===== src/rtl/mbs_pkg.sv =====
package mbs_pkg;
  typedef enum logic [2:0] {
    ST_IDLE = 3'd0,
    ST_T1   = 3'd1,
    ST_T2   = 3'd2,
    ST_T3   = 3'd3,
    ST_TW   = 3'd4,
    ST_T4   = 3'd5,
    ST_HOLD = 3'd6
  } bus_state_e;

  typedef enum logic [1:0] {
    SEG_EXTRA = 2'd0,
    SEG_STACK = 2'd1,
    SEG_CODE  = 2'd2,
    SEG_DATA  = 2'd3
  } seg_e;

  localparam int unsigned STAT_W = 4;
endpackage


===== src/rtl/mbs_ctrl.sv =====
module mbs_ctrl
  import mbs_pkg::*;
#(
  parameter int unsigned ADDR_W = 20,
  parameter int unsigned DATA_W = 8
) (
  input  logic              clk,
  input  logic              rst_n,
  input  logic              req_valid,
  output logic              req_ready,
  input  logic              req_io,
  input  logic              req_write,
  input  logic [ADDR_W-1:0] req_addr,
  input  logic [DATA_W-1:0] req_wdata,
  input  logic [1:0]        req_seg,
  input  logic              req_ie,
  input  logic              ready_in,
  input  logic              hold_in,
  input  logic [DATA_W-1:0] bus_din,
  output bus_state_e        state_o,
  output logic              lat_io,
  output logic              lat_write,
  output logic [ADDR_W-1:0] lat_addr,
  output logic [DATA_W-1:0] lat_wdata,
  output logic [1:0]        lat_seg,
  output logic              lat_ie,
  output logic              rsp_done,
  output logic [DATA_W-1:0] rsp_rdata
);

  bus_state_e state_q, state_d;
  logic accept, capture;
  logic done_q;
  logic [DATA_W-1:0] rdata_q;
  logic io_q, write_q, ie_q;
  logic [ADDR_W-1:0] addr_q;
  logic [DATA_W-1:0] wdata_q;
  logic [1:0] seg_q;

  assign req_ready = (state_q == ST_IDLE) && !hold_in;
  assign accept    = req_valid && req_ready;
  assign capture   = ((state_q == ST_T3) || (state_q == ST_TW)) && ready_in;

  // next-state logic
  always_comb begin
    state_d = state_q;
    unique case (state_q)
      ST_IDLE: begin
        if (hold_in)        state_d = ST_HOLD;
        else if (req_valid) state_d = ST_T1;
      end
      ST_T1:   state_d = ST_T2;
      ST_T2:   state_d = ST_T3;
      ST_T3,
      ST_TW:   state_d = ready_in ? ST_T4 : ST_TW;
      ST_T4:   state_d = hold_in ? ST_HOLD : ST_IDLE;
      ST_HOLD: state_d = hold_in ? ST_HOLD : ST_IDLE;
      default: state_d = ST_IDLE;
    endcase
  end

  always_ff @(posedge clk or negedge rst_n) begin
    if (!rst_n) begin
      state_q <= ST_IDLE;
      done_q  <= 1'b0;
    end else begin
      state_q <= state_d;
      done_q  <= capture;
    end
  end

  // request holding register, loaded only on acceptance
  always_ff @(posedge clk or negedge rst_n) begin
    if (!rst_n) begin
      io_q    <= 1'b0;
      write_q <= 1'b0;
      addr_q  <= '0;
      wdata_q <= '0;
      seg_q   <= 2'b00;
      ie_q    <= 1'b0;
    end else if (accept) begin
      io_q    <= req_io;
      write_q <= req_write;
      addr_q  <= req_addr;
      wdata_q <= req_wdata;
      seg_q   <= req_seg;
      ie_q    <= req_ie;
    end
  end

  // read byte capture at the edge ending the last T3/wait state
  always_ff @(posedge clk or negedge rst_n) begin
    if (!rst_n)                   rdata_q <= '0;
    else if (capture && !write_q) rdata_q <= bus_din;
  end

  assign state_o   = state_q;
  assign lat_io    = io_q;
  assign lat_write = write_q;
  assign lat_addr  = addr_q;
  assign lat_wdata = wdata_q;
  assign lat_seg   = seg_q;
  assign lat_ie    = ie_q;
  assign rsp_done  = done_q;
  assign rsp_rdata = rdata_q;


  accept_t1_chk: assert property (@(posedge clk) disable iff (!rst_n)
    (req_valid && req_ready) |=> (state_q == ST_T1));


  wait_src_chk: assert property (@(posedge clk) disable iff (!rst_n)
    (state_q == ST_TW) |-> (($past(state_q) == ST_T3 || $past(state_q) == ST_TW) && !$past(ready_in)));


  done_pulse_chk: assert property (@(posedge clk) disable iff (!rst_n)
    rsp_done |=> !rsp_done);


  hold_entry_chk: assert property (@(posedge clk) disable iff (!rst_n)
    (state_q == ST_HOLD && $past(state_q) != ST_HOLD) |->
      (($past(state_q) == ST_IDLE || $past(state_q) == ST_T4) && $past(hold_in)));

endmodule


===== src/rtl/mbs_pins.sv =====
module mbs_pins
  import mbs_pkg::*;
#(
  parameter int unsigned ADDR_W = 20,
  parameter int unsigned DATA_W = 8
) (
  input  logic              clk,
  input  logic              rst_n,
  input  bus_state_e        state_i,
  input  logic              lat_io,
  input  logic              lat_write,
  input  logic [ADDR_W-1:0] lat_addr,
  input  logic [DATA_W-1:0] lat_wdata,
  input  logic [1:0]        lat_seg,
  input  logic              lat_ie,
  output logic [DATA_W-1:0] ad_o,
  output logic              ad_oe,
  output logic [ADDR_W-DATA_W-STAT_W-1:0] amid_o,
  output logic [STAT_W-1:0] ahi_o,
  output logic              bus_oe,
  output logic              ale_o,
  output logic              io_m_o,
  output logic              rd_n_o,
  output logic              wr_n_o,
  output logic              dtr_o,
  output logic              den_n_o,
  output logic              hlda_o
);

  localparam int unsigned MID_W = ADDR_W - DATA_W - STAT_W;
  localparam int unsigned HI_LO = ADDR_W - STAT_W;

  logic in_t1, in_data, in_strobe, in_hold;
  logic [STAT_W-1:0] status_code;
  logic [STAT_W-1:0] hi_addr;

  assign in_t1     = (state_i == ST_T1);
  assign in_data   = (state_i == ST_T2) || (state_i == ST_T3) ||
                     (state_i == ST_TW) || (state_i == ST_T4);
  assign in_strobe = (state_i == ST_T2) || (state_i == ST_T3) || (state_i == ST_TW);
  assign in_hold   = (state_i == ST_HOLD);

  // status: top bit fixed low, then interrupt enable, then segment code
  assign status_code = {1'b0, lat_ie, lat_seg};
  // port cycles carry a 16-bit address, so the top nibble is zero
  assign hi_addr     = lat_io ? '0 : lat_addr[ADDR_W-1:HI_LO];

  generate
    if (MID_W > 0) begin : g_mid
      assign amid_o = (in_t1 || in_data) ? lat_addr[HI_LO-1:DATA_W] : '0;
    end else begin : g_nomid
      assign amid_o = '0;
    end
  endgenerate

  always_comb begin
    ad_o    = '0;
    ad_oe   = 1'b0;
    ahi_o   = '0;
    ale_o   = 1'b0;
    io_m_o  = 1'b0;
    rd_n_o  = 1'b1;
    wr_n_o  = 1'b1;
    dtr_o   = 1'b1;
    den_n_o = 1'b1;
    if (in_t1) begin
      ad_o   = lat_addr[DATA_W-1:0];
      ad_oe  = 1'b1;
      ahi_o  = hi_addr;
      ale_o  = 1'b1;
      io_m_o = lat_io;
      dtr_o  = lat_write;
    end else if (in_data) begin
      ad_o    = lat_write ? lat_wdata : '0;
      ad_oe   = lat_write;
      ahi_o   = status_code;
      io_m_o  = lat_io;
      dtr_o   = lat_write;
      den_n_o = 1'b0;
      rd_n_o  = !(in_strobe && !lat_write);
      wr_n_o  = !(in_strobe && lat_write);
    end
  end

  assign bus_oe = !in_hold;
  assign hlda_o = in_hold;


  strobe_excl_chk: assert property (@(posedge clk) disable iff (!rst_n)
    !(!rd_n_o && !wr_n_o));


  ale_drive_chk: assert property (@(posedge clk) disable iff (!rst_n)
    ale_o |-> (ad_oe && bus_oe));


  read_noconflict_chk: assert property (@(posedge clk) disable iff (!rst_n)
    (!den_n_o && !dtr_o) |-> !ad_oe);


  release_chk: assert property (@(posedge clk) disable iff (!rst_n)
    hlda_o |-> (!bus_oe && !ad_oe));

endmodule


===== src/rtl/mux_bus_seq.sv =====
module mux_bus_seq
  import mbs_pkg::*;
#(
  parameter int unsigned ADDR_W = 20,
  parameter int unsigned DATA_W = 8
) (
  input  logic              clk,
  input  logic              rst_n,
  input  logic              req_valid,
  output logic              req_ready,
  input  logic              req_io,
  input  logic              req_write,
  input  logic [ADDR_W-1:0] req_addr,
  input  logic [DATA_W-1:0] req_wdata,
  input  logic [1:0]        req_seg,
  input  logic              req_ie,
  output logic              rsp_done,
  output logic [DATA_W-1:0] rsp_rdata,
  input  logic              ready_in,
  input  logic              hold_in,
  output logic              hlda_o,
  output logic [DATA_W-1:0] ad_o,
  output logic              ad_oe,
  input  logic [DATA_W-1:0] ad_i,
  output logic [ADDR_W-DATA_W-4-1:0] amid_o,
  output logic [3:0]        ahi_o,
  output logic              bus_oe,
  output logic              ale_o,
  output logic              io_m_o,
  output logic              rd_n_o,
  output logic              wr_n_o,
  output logic              dtr_o,
  output logic              den_n_o
);

  bus_state_e        state;
  logic              lat_io, lat_write, lat_ie;
  logic [ADDR_W-1:0] lat_addr;
  logic [DATA_W-1:0] lat_wdata;
  logic [1:0]        lat_seg;

  mbs_ctrl #(.ADDR_W(ADDR_W), .DATA_W(DATA_W)) u_ctrl (
    .clk       (clk),
    .rst_n     (rst_n),
    .req_valid (req_valid),
    .req_ready (req_ready),
    .req_io    (req_io),
    .req_write (req_write),
    .req_addr  (req_addr),
    .req_wdata (req_wdata),
    .req_seg   (req_seg),
    .req_ie    (req_ie),
    .ready_in  (ready_in),
    .hold_in   (hold_in),
    .bus_din   (ad_i),
    .state_o   (state),
    .lat_io    (lat_io),
    .lat_write (lat_write),
    .lat_addr  (lat_addr),
    .lat_wdata (lat_wdata),
    .lat_seg   (lat_seg),
    .lat_ie    (lat_ie),
    .rsp_done  (rsp_done),
    .rsp_rdata (rsp_rdata)
  );

  mbs_pins #(.ADDR_W(ADDR_W), .DATA_W(DATA_W)) u_pins (
    .clk       (clk),
    .rst_n     (rst_n),
    .state_i   (state),
    .lat_io    (lat_io),
    .lat_write (lat_write),
    .lat_addr  (lat_addr),
    .lat_wdata (lat_wdata),
    .lat_seg   (lat_seg),
    .lat_ie    (lat_ie),
    .ad_o      (ad_o),
    .ad_oe     (ad_oe),
    .amid_o    (amid_o),
    .ahi_o     (ahi_o),
    .bus_oe    (bus_oe),
    .ale_o     (ale_o),
    .io_m_o    (io_m_o),
    .rd_n_o    (rd_n_o),
    .wr_n_o    (wr_n_o),
    .dtr_o     (dtr_o),
    .den_n_o   (den_n_o),
    .hlda_o    (hlda_o)
  );


  hold_exit_chk: assert property (@(posedge clk) disable iff (!rst_n)
    ($fell(hlda_o)) |-> (bus_oe && !$past(hold_in)));

endmodule


===== config.mk =====
export PLATFORM = sky130hd
export DESIGN_NAME = mux_bus_seq
export DESIGN_NICKNAME = d
export VERILOG_FILES = /design/src/rtl/mbs_pkg.sv /design/src/rtl/mbs_ctrl.sv /design/src/rtl/mbs_pins.sv /design/src/rtl/mux_bus_seq.sv
export SDC_FILE = /design/constraint.sdc
export NUM_CORES = 1
export LEC_CHECK = 0
export ABC_AREA = 1
export BUFFER_PORTS_ARGS = -buffer_cell sky130_fd_sc_hd__buf_2
export CAP_MARGIN = 5
export CORE_UTILIZATION = 45
export DETAILED_ROUTE_END_ITERATION = 10
export PLACE_DENSITY = 0.8
export SLEW_MARGIN = 5
export SYNTH_ARGS = -nofsm -noshare
export SYNTH_HDL_FRONTEND = slang
export SYNTH_HIERARCHICAL = 1
export SYNTH_SLANG_ARGS = --single-unit

===== constraint.sdc =====
create_clock -name clk -period 1.3 [get_ports clk]
set_input_delay 0.065 -clock clk [delete_from_list [all_inputs] [get_ports clk]]
set_output_delay 0.065 -clock clk [all_outputs]
set_load 0.02 [all_outputs]

==> flow_metrics.py <==
metrics = {
    "outcome": {
        "status": "finished, violations left",
        "violations": "hold timing, setup timing",
    },
    "global_route": {
        "antenna_found_initial": 0,
        "grt_max_degree": 46,
        "grt_overflow": 0,
        "grt.total_usage": 0.3003,
        "grt_pass1_wl_um": 12160,
        "first_global_vias": 2581,
    },
    "logic_synthesis": {
        "ys_types": 29,
        "synth-simple-area-share": 0.3454,
        "syn_avg_cell_area_um2": 7.917,
        "synth_xor_area_frac": 0,
        "synth-seq-area-share": 0.4805,
        "synth_adder_area_share": 0.005339,
        "synth_area_um2": 2343,
        "synthesis.nets": 343,
        "synthMuxAreaShare": 0,
        "synth_cells": 296,
        "synth_compound_area_frac": 0.07475,
        "synth-seq-cells": 45,
        "synth_top_family_by_area": "simple AND/OR/NAND/NOR gates",
        "yosysWarnings": 6,
    },
    "layout": {
        "fin_nets": 473,
        "drive_gt1_frac": 0.3981,
        "fin_area_um2": 3756,
        "fill_cells": 318,
        "area_delta_synth_final_pct": 60.28,
        "stdcell_count": 494,
        "layout_commonest_cell": "nand2_1",
        "antenna_cells": 0,
        "layout_common_cells": "97 x nand2_1, 60 x buf_2, 44 x dfrtp_1, 37 x nand3_1, 30 x buf_4",
    },
    "sta": {
        "fin_ws_ns": -0.4573,
        "relSlewSlack": 0.4818,
        "setup_viol": 64,
        "worst_slew_pin_slew_ns": 0.7773,
        "whs_ns": -0.008076,
        "timing.fmax_mhz": 569.0,
        "fin_crit_ns": 1.757,
        "drv_slew": 0,
        "rsz0062_at_grt": "true",
        "fin_skew_ns": 0.007164,
        "period_share": 1.352,
        "hold_violations": 3,
    },
    "routing": {
        "drcViolationCount": 0,
        "routed_wirelength_um": 8083,
        "wl_per_cell_um": 16.36,
        "ant_nets": 0,
        "drtIter0Drc": 296,
        "via_per_inst": 5.366,
        "drtPass1Iterations": 4,
        "num_vias": 2651,
    },
    "placed_design": {
        "gp_routability_congestion": 0.8260,
        "dp.cells": 446,
        "place_area_um2": 2989,
        "dp_slack_ns": -0.1391,
        "dp_hpwl_um": 4081,
        "port_buffers": 84,
    },
    "setup_path": {
        "cp_max_fo": 18,
        "critPathCaptureType": "primary output",
        "cp.arrival_ns": 1.69,
        "worst_ep_required_time_ns": 1.24,
        "startpoint_type": "flip-flop",
        "path_class": "reg -> out",
    },
    "floorplan": {
        "ios": 85,
        "core-area_um2": 4880,
        "start_util": 0.4803,
        "dieArea_um2": 5500,
        "rows": 25,
        "die_h_um": 74.17,
        "die_w_um": 74.17,
    },
    "pwr": {
        "power_leakage_nw": 1.938,
        "powerDensity_nw_per_um2": 2632,
        "vdd_ir_drop_max_v": 0.001239,
    },
    "clocking": {
        "h-tree-depth": 2,
        "cts.sinks": 45,
        "cts_tree": "built",
        "cts-buffers-inserted": 5,
        "clock_latency_ns": 0.31,
        "cts_buffer_depth": 2,
        "cts_root_buf": "clkbuf_8",
        "clk_pin_slew_ns": 0.09,
    },
    "min_path": {
        "hp-class": "in -> reg",
    },
    "flow_run": {
        "maxCapViolCount": 0,
    },
}
==> area by class of cell <==
cell class                      instances  area (um^2)  area share
Inverter                               23        91.34     0.02432
Clock buffer                            7        96.34     0.02565
Sequential cell                        45         1127      0.3001
Multi-Input combinational cell        215         1252      0.3334
Timing Repair Buffer                  136         1100      0.2928
Tap cell                               67        83.83     0.02232
Clock inverter                          1        5.005    0.001332
==> registers in the layout (all words and copies together), names as in the netlist <==
name and count:
u_ctrl/lat_wdata 8, u_ctrl/lat_write 1, u_ctrl/rsp_done 1, u_ctrl/state_o 3, u_ctrl/rsp_rdata 8, u_ctrl/lat_io 1, u_ctrl/lat_ie 1, u_ctrl/lat_seg 2
u_ctrl/lat_addr 20
==> cells in the mapped netlist <==
library cell	count	area share
nand2_1	113	0.18
dfrtp_1	45	0.48
nand3_1	37	0.079
inv_1	21	0.034
nor2_1	15	0.024
nand4_1	9	0.024
a21boi_0	8	0.026
o21ai_1	8	0.017
buf_6	5	0.024
buf_2	4	0.0085
clkbuf_1	4	0.0064
buf_4	3	0.0096
o21ai_0	3	0.0064
o21ai_2	3	0.011
a21oi_1	2	0.0043
nor2_4	2	0.0096
nor3_1	2	0.0043
a21oi_4	1	0.0069
buf_8	1	0.0064
clkbuf_2	1	0.0021
clkinv_1	1	0.0016
ha_1	1	0.0053
inv_2	1	0.0016
nand2_2	1	0.0027
nand2_4	1	0.0048
nand3_2	1	0.0043
nand3b_1	1	0.0032
nor2_8	1	0.0085
o211ai_1	1	0.0032
==> logic make-up (layout without fill, tap and decap cells) <==
kind of cell | count (synthesis) | count (layout)
flip-flops | 45 | 45
adder cells (fa/ha/maj) | 1 | 1
AND/OR/NAND/NOR | 183 | 188
AO/OA/AOI/OAI | 26 | 26
buffers and inverters | 41 | 167
==> routing by layer <==
layer | vias up | share of wire | global-route usage
li1 | 1220 | - | -
met1 | 1269 | 0.36 | 0.3424
met2 | 132 | 0.53 | 0.5374
met3 | 30 | 0.075 | 0.07453
met4 | 0 | 0.031 | 0.1218
met5 | - | 0 | 0
==> metrics by stage <==
step                utilization  power [mW]   TNS, ns
floorplan                     -       5.823  -0.03886
global placement         0.6126       7.299    -2.595
detailed placement       0.6126       7.477    -5.800
CTS                      0.7595       9.446    -14.76
global route             0.7697       10.54    -21.89
finish                   0.7697       9.887    -16.99
==> worst max-delay path: stages, from the launching register on <==
cell and delay, ns:
dfrtp_1 0.40, buf_4 0.15, ha_4 0.32, nor2_1 0.17, nand2_1 0.08, o21ai_1 0.09
buf_4 0.16
==> path summary, 6_finish.rpt <==
kind / slack, ns / cells after the start / from / endpoint
min: -0.008 / 3 / req_wdata[4] / u_ctrl/lat_wdata[4]
min reg2reg: 0.48 / 2 / u_ctrl/lat_addr[13] / u_ctrl/lat_addr[13]
max in group asynchronous: 0.80 / 3 / rst_n / u_ctrl/state_o[0]
max reg2reg: -0.29 / 8 / u_ctrl/state_o[1] / u_ctrl/lat_addr[10]
min in group asynchronous: 0.26 / 3 / rst_n / u_ctrl/lat_addr[12]
max: -0.46 / 6 / u_ctrl/state_o[1] / ad_o[7]
==> what timing repair did <==
| item | 4_1_cts | 5_1_grt |
|---|---|---|
| gates resized for setup | 59 | 14 |
| setup buffers | 6 | 0 |
| gates cloned | 7 | 0 |
| endpoints found under the setup margin | 74 | 75 |
| pin swaps | 7 | 3 |
| hold endpoints to repair | 70 | 1 |
| hold buffers | 26 | 1 |
==> power breakdown <==
group	internal [mW]	switching (mW)	total (mW)
clock network	0.481	0.500	0.981
registers	2.11	0.531	2.64
logic	2.71	3.56	6.26
(Power assumes the default switching activity.)
